`src/rtl/tmr_pkg.sv`:
```
package tmr_pkg;
    localparam int ADDR_W = 8;

    localparam logic [ADDR_W-1:0] OFS_CTRL = 8'h00;
    localparam logic [ADDR_W-1:0] OFS_IEN  = 8'h0C;
    localparam logic [ADDR_W-1:0] OFS_STAT = 8'h10;
    localparam logic [ADDR_W-1:0] OFS_EVG  = 8'h14;
    localparam logic [ADDR_W-1:0] OFS_DIV  = 8'h28;
    localparam logic [ADDR_W-1:0] OFS_RLD  = 8'h2C;

    localparam int CTL_RUN  = 0;
    localparam int CTL_ONCE = 3;
    localparam int CTL_BUF  = 7;

    typedef struct packed {
        logic buf_en;
        logic once;
        logic run;
    } ctl_t;

    typedef struct packed {
        logic              wr;
        logic [ADDR_W-1:0] addr;
        logic [31:0]       data;
    } bus_req_t;

    function automatic logic [31:0] ctl_to_word(ctl_t c);
        logic [31:0] w;
        w = '0;
        w[CTL_RUN]  = c.run;
        w[CTL_ONCE] = c.once;
        w[CTL_BUF]  = c.buf_en;
        return w;
    endfunction

    function automatic ctl_t word_to_ctl(logic [31:0] w);
        ctl_t c;
        c.run    = w[CTL_RUN];
        c.once   = w[CTL_ONCE];
        c.buf_en = w[CTL_BUF];
        return c;
    endfunction
endpackage

```
`src/rtl/tmr_regfile.sv`:
```
module tmr_regfile
    import tmr_pkg::*;
#(
    parameter int CNT_W = 16,
    parameter int DIV_W = 16
) (
    input  logic             clk,
    input  logic             rst,
    input  bus_req_t         req,
    input  logic             ovf,
    output logic [31:0]      rdata,
    output ctl_t             ctl,
    output logic             ien,
    output logic             flag,
    output logic             force_upd,
    output logic [DIV_W-1:0] div_pre,
    output logic [CNT_W-1:0] rld_pre
);
    logic wr_ctl, wr_ien, wr_stat, wr_evg, wr_div, wr_rld;
    logic stat_clr;

    assign wr_ctl    = req.wr && (req.addr == OFS_CTRL);
    assign wr_ien    = req.wr && (req.addr == OFS_IEN);
    assign wr_stat   = req.wr && (req.addr == OFS_STAT);
    assign wr_evg    = req.wr && (req.addr == OFS_EVG);
    assign wr_div    = req.wr && (req.addr == OFS_DIV);
    assign wr_rld    = req.wr && (req.addr == OFS_RLD);
    assign stat_clr  = wr_stat && !req.data[0];
    assign force_upd = wr_evg && req.data[0];

    always_ff @(posedge clk) begin
        if (rst) begin
            ctl     <= '0;
            ien     <= 1'b0;
            flag    <= 1'b0;
            div_pre <= '0;
            rld_pre <= '0;
        end else begin
            if (wr_ctl) begin
                ctl <= word_to_ctl(req.data);
            end else if (ovf && ctl.once) begin
                ctl.run <= 1'b0;
            end
            if (wr_ien) ien <= req.data[0];
            if (ovf || force_upd) begin
                flag <= 1'b1;
            end else if (stat_clr) begin
                flag <= 1'b0;
            end
            if (wr_div) div_pre <= req.data[DIV_W-1:0];
            if (wr_rld) rld_pre <= req.data[CNT_W-1:0];
        end
    end

    always_comb begin
        unique case (req.addr)
            OFS_CTRL: rdata = ctl_to_word(ctl);
            OFS_IEN:  rdata = {31'd0, ien};
            OFS_STAT: rdata = {31'd0, flag};
            OFS_DIV:  rdata = 32'(div_pre);
            OFS_RLD:  rdata = 32'(rld_pre);
            default:  rdata = '0;
        endcase
    end

    assert_once_stop_R7: assert property (@(posedge clk) disable iff (rst)
        (ovf && ctl.once && !wr_ctl) |=> !ctl.run);
    assert_flag_set_R11: assert property (@(posedge clk) disable iff (rst)
        (ovf || force_upd) |=> flag);
    assert_flag_keep_R11: assert property (@(posedge clk) disable iff (rst)
        (flag && !stat_clr) |=> flag);
endmodule

```
`src/rtl/tmr_prescaler.sv`:
```
module tmr_prescaler #(
    parameter int DIV_W = 16
) (
    input  logic             clk,
    input  logic             rst,
    input  logic             run,
    input  logic             upd,
    input  logic [DIV_W-1:0] div_pre,
    output logic             tick
);
    logic [DIV_W-1:0] div_act;
    logic [DIV_W-1:0] pcnt;

    assign tick = run && (pcnt == div_act);

    always_ff @(posedge clk) begin
        if (rst) begin
            div_act <= '0;
            pcnt    <= '0;
        end else if (upd) begin
            div_act <= div_pre;
            pcnt    <= '0;
        end else if (run) begin
            pcnt <= tick ? '0 : pcnt + 1'b1;
        end
    end

    assert_tick_restart_R9: assert property (@(posedge clk) disable iff (rst)
        tick |=> (pcnt == '0));
    assert_div_hold_R6: assert property (@(posedge clk) disable iff (rst)
        (!run && !upd) |=> $stable(pcnt));
    assert_div_swap_R9: assert property (@(posedge clk) disable iff (rst)
        !upd |=> $stable(div_act));
endmodule

```
`src/rtl/tmr_counter.sv`:
```
module tmr_counter #(
    parameter int CNT_W = 16
) (
    input  logic             clk,
    input  logic             rst,
    input  logic             tick,
    input  logic             force_upd,
    input  logic             buf_en,
    input  logic [CNT_W-1:0] rld_pre,
    output logic             ovf
);
    logic [CNT_W-1:0] cnt;
    logic [CNT_W-1:0] rld_shadow;
    logic [CNT_W-1:0] rld_eff;

    assign rld_eff = buf_en ? rld_shadow : rld_pre;
    assign ovf     = tick && (cnt == rld_eff);

    always_ff @(posedge clk) begin
        if (rst) begin
            cnt        <= '0;
            rld_shadow <= '0;
        end else begin
            if (force_upd || ovf) begin
                cnt <= '0;
            end else if (tick) begin
                cnt <= cnt + 1'b1;
            end
            if (force_upd || ovf || !buf_en) begin
                rld_shadow <= rld_pre;
            end
        end
    end

    assert_wrap_zero_R4: assert property (@(posedge clk) disable iff (rst)
        ovf |=> (cnt == '0));
    assert_count_hold_R6: assert property (@(posedge clk) disable iff (rst)
        (!tick && !force_upd) |=> $stable(cnt));
    assert_force_clear_R10: assert property (@(posedge clk) disable iff (rst)
        force_upd |=> (cnt == '0));
    assert_shadow_hold_R8: assert property (@(posedge clk) disable iff (rst)
        (buf_en && !ovf && !force_upd) |=> $stable(rld_shadow));
endmodule

```
`src/rtl/tick_timer.sv`:
```
module tick_timer
    import tmr_pkg::*;
#(
    parameter bit WIDE_CNT = 1'b0,
    parameter int DIV_W    = 16
) (
    input  logic        clk,
    input  logic        rst,
    input  logic [7:0]  bus_addr,
    input  logic        bus_we,
    input  logic [31:0] bus_wdata,
    output logic [31:0] bus_rdata,
    output logic        irq
);
    localparam int CNT_W = WIDE_CNT ? 32 : 16;

    bus_req_t         req;
    ctl_t             ctl;
    logic             ien, flag, force_upd, ovf, tick, upd;
    logic [DIV_W-1:0] div_pre;
    logic [CNT_W-1:0] rld_pre;

    assign req = '{wr: bus_we, addr: bus_addr, data: bus_wdata};
    assign upd = ovf || force_upd;

    tmr_regfile #(.CNT_W(CNT_W), .DIV_W(DIV_W)) u_regs (
        .clk       (clk),
        .rst       (rst),
        .req       (req),
        .ovf       (ovf),
        .rdata     (bus_rdata),
        .ctl       (ctl),
        .ien       (ien),
        .flag      (flag),
        .force_upd (force_upd),
        .div_pre   (div_pre),
        .rld_pre   (rld_pre)
    );

    tmr_prescaler #(.DIV_W(DIV_W)) u_div (
        .clk     (clk),
        .rst     (rst),
        .run     (ctl.run),
        .upd     (upd),
        .div_pre (div_pre),
        .tick    (tick)
    );

    tmr_counter #(.CNT_W(CNT_W)) u_cnt (
        .clk       (clk),
        .rst       (rst),
        .tick      (tick),
        .force_upd (force_upd),
        .buf_en    (ctl.buf_en),
        .rld_pre   (rld_pre),
        .ovf       (ovf)
    );

    assign irq = flag && ien;

    assert_irq_gate_R12: assert property (@(posedge clk) disable iff (rst)
        !ien |-> !irq);
    assert_tick_needs_run_R6: assert property (@(posedge clk) disable iff (rst)
        tick |-> ctl.run);
endmodule

```
`config.mk`:
```
export PLATFORM = sky130hd
export DESIGN_NAME = tick_timer
export DESIGN_NICKNAME = d
export VERILOG_FILES = /design/src/rtl/tmr_pkg.sv /design/src/rtl/tmr_regfile.sv /design/src/rtl/tmr_prescaler.sv /design/src/rtl/tmr_counter.sv /design/src/rtl/tick_timer.sv
export SDC_FILE = /design/constraint.sdc
export NUM_CORES = 1
export LEC_CHECK = 0
export BUFFER_PORTS_ARGS = -buffer_cell sky130_fd_sc_hd__buf_2
export CORE_UTILIZATION = 37
export DETAILED_ROUTE_END_ITERATION = 12
export SYNTH_ARGS = -nofsm -noshare
export SYNTH_HDL_FRONTEND = slang
export SYNTH_SLANG_ARGS = --single-unit
export TNS_END_PERCENT = 100
```
`constraint.sdc`:
```
create_clock -name clk -period 2.7 [get_ports clk]
set_input_delay 0 -clock clk [delete_from_list [all_inputs] [get_ports clk]]
set_output_delay 0 -clock clk [all_outputs]
set_load 0.01 [all_outputs]
```
==> impl_metrics.csv <==
group,metric,value,unit
global_route,grt_use_total,0.183,
worst_setup_path,cp_slowest_cell,"a21oi_4",
die,coreArea,13500,um2
cts,cts_buffers,9,
worst_setup_path,arrival,2740,ps
die,start_util,0.386,
yosys,synth_cell_type_count,43,
yosys,yosysMostFrequentCell,"dfxtp_1",
timing,slew_viol_final,0,
worst_hold_path,worstHoldPathCells,3,
yosys,ys.warnings.count,0,
job,max_cap_violations,0,
detailed_routing,drc,0,
finish,n_antenna_cell,0,
timing,tightest_slew,746,ps
worst_setup_path,crit_path_start_kind,"flip-flop",
cts,cts_resized,0,
cts,clkSinkCount,101,
cts,htreeDepth,3,
cts,clk_latency,360,ps
worst_setup_path,worstPathMaxFanout,19,
pwr,power_density,479,nW/um2
detailed_routing,viasPerCell,5.00,
die,dieHeight,121,um
worst_setup_path,crit_type,"flip-flop to flip-flop",
yosys,synth-seq-area-share,0.389,
worst_setup_path,cp_num_buf_inv,3,
finish,fillerInstances,1367,
timing,fin_crit,2460,ps
global_route,antenna_found_initial,0,
finish,multi_input_area,2920,um2
die,die_w,121,um
timing,finClkSkew,10.3,ps
cts,cts_tree,"done",
yosys,synth_edf_count,0,
yosys,synthTopCellsByArea,"dfxtp_1 (39%), mux2i_1 (9.4%), nand2b_1 (8.1%)",
worst_setup_path,critPathMaxStageDelay,590,ps
yosys,synth_seq_cells,101,
timing,totalNegativeSetupSlack,0,ps
die,io_pins,76,
timing,finalSetupViolCount,0,
yosys,avgSynthCellArea,8.75,um2
global_route,grt_pass1_wl,20.5,mm
die,dieArea,14500,um2
detailed_routing,wire_per_inst,15.0,um
timing,fmax,0.406,GHz
worst_setup_path,endpoint_kind,"flip-flop",
worst_setup_path,crit_chain,"buf_12, mux2i_1, buf_4, xnor2_1, nor4_1, and4_2, buf_4, a21oi_4, mux2i_1",
cts,cts-root-buf,"clkbuf_16",
yosys,synth_cells,594,
worst_hold_path,min_path_type,"primary input to flip-flop",
cts,clk_path_buf_depth,2,
worst_setup_path,required,2980,ps
finish,drive_gt1_frac,0.152,
worst_setup_path,path_depth,9,
global_route,overflow,0,
yosys,synth_ff_type,"dfxtp_1",
worst_setup_path,reg2reg_depth,9,
yosys,synth_area_leader_cell,"dfxtp_1",
detailed_routing,antenna_left,0,
yosys,async_reset_ff_frac,0,
cts,cts.clk_slew.worst_paths,70,ps
place,gp_congestion,0.836,
detailed_routing,drtIter0Drc,293,
detailed_routing,vias,4178,
die,rows,42,
finish,seqCellArea,2020,um2
pwr,p_leak,2.23,nW
global_route,grt_max_degree,54,
place,hpwl,9.03,mm
pwr,peakVddDrop,0.419,mV
timing,min_period_over_period,0.912,
timing,hold_viol_final,0,
yosys,synth.top_cells.by_count,"dfxtp_1 (101), nand2_1 (81), nand2b_1 (67)",
global_route,grt_pass1_vias,4013,
finish,syn2layout_area_growth,16.4,%
finish,finalNonFillerCells,835,
outcome,status,"completed",
timing,rsz0062_at_grt,"no",
finish,nets,699,
timing,slew_headroom,0.501,
place,port_buffers,43,
place,dp.cells,800,
yosys,synth_area,5200,um2
worst_setup_path,crit_family,"compound AO/OA/AOI/OAI gates",
detailed_routing,wirelength,12.5,mm
yosys,synthDominantCellAreaShare,0.389,
detailed_routing,first_pass_iters,5,
## worst paths after layout
check	slack [ps]	from	end
worst min register to register	480	u_cnt.rld_shadow[0]	u_cnt.rld_shadow[0]
worst max-delay path	240	u_regs.ctl[2]	u_div.div_act[0]
worst max register to register	240	u_regs.ctl[2]	u_div.div_act[0]
worst min-delay path	70	bus_addr[2]	u_regs.flag
## area by class of cell
type                            instances  area share
Multi-Input combinational cell        453       0.482
Sequential cell                       101       0.334
Timing Repair Buffer                   82      0.0951
Clock buffer                            9      0.0372
Tap cell                              176      0.0364
Clock inverter                          7      0.0112
Inverter                                7     0.00434
## report_power, final
group	leakage, nW	switching (mW)	internal [mW]
registers	0.813	0.000899	1.49
logic	1.27	0.0710	0.0536
clock network	0.145	0.639	0.649
total	2.23	0.711	2.19
## registers in the layout (all words and copies together), names as in the netlist
register          count
u_cnt.cnt            16
u_cnt.rld_shadow     16
u_div.div_act        16
u_div.pcnt           16
u_regs.ctl            3
u_regs.div_pre       16
u_regs.flag           1
u_regs.ien            1
u_regs.rld_pre       16
## logic make-up after synthesis
kind of cell,synth area share
multiplexers,0.0944
AND/OR/NAND/NOR,0.258
adder cells (fa/ha/maj),0.00481
AO/OA/AOI/OAI,0.102
other,0.000722
flip-flops,0.389
buffers and inverters,0.0621
XOR/XNOR,0.0893
## routing by layer
metal  GRT usage  wire, um  up-vias
li1            -         -     2114
met1       0.249      6130     1947
met2       0.290      5650      111
met3      0.0429       635        6
met4      0.0448       104        0
met5           0         0        -
## tightest hold or removal path, stage by stage
cell     delay [ps]
buf_2           160
o41ai_1         100
a21oi_1         130
## metrics by stage
step	utilization	setup slack [ps]	hold slack, ps	total power, mW	instance area (um2)
CTS	0.448	10.9	59.2	2.93	6020
floorplan	-	545	136	1.61	5250
global route	0.450	44.2	102	3.00	6050
finish	0.450	236	72.2	2.90	6050
global placement	0.413	85.9	258	1.63	5560
detailed placement	0.413	38.6	266	1.63	5560
## timing repair
action / CTS / global route
endpoints found under the hold margin: 36 / 0
endpoints found under the setup margin: 0 / 16
setup buffers: 0 / 2
hold buffers: 17 / 0
## cell usage in the layout (no fill, tap or decap), types with 2 or more instances in the layout
| cell | count |
|---|---|
| a21oi_1 | 38 |
| a21oi_2 | 10 |
| a22o_1 | 13 |
| a22oi_1 | 2 |
| and2_1 | 5 |
| and3_1 | 3 |
| and4_1 | 3 |
| buf_12 | 2 |
| buf_2 | 43 |
| buf_4 | 20 |
| clkbuf_16 | 9 |
| clkinv_4 | 2 |
| conb_1 | 16 |
| dfxtp_1 | 101 |
| dlygate4sd3_1 | 17 |
| ha_1 | 2 |
| inv_1 | 7 |
| inv_6 | 2 |
| mux2i_1 | 49 |
| nand2_1 | 81 |
| nand2b_1 | 67 |
| nand3_1 | 32 |
| nand4_1 | 9 |
| nor2_1 | 27 |
| nor3_1 | 3 |
| nor3_4 | 2 |
| nor4_1 | 6 |
| o21ai_0 | 3 |
| o31ai_1 | 6 |
| or3_1 | 3 |
| or4_1 | 7 |
| xnor2_1 | 28 |
| xor2_1 | 25 |
No activity file was read; power rests on OpenSTA's default activity.
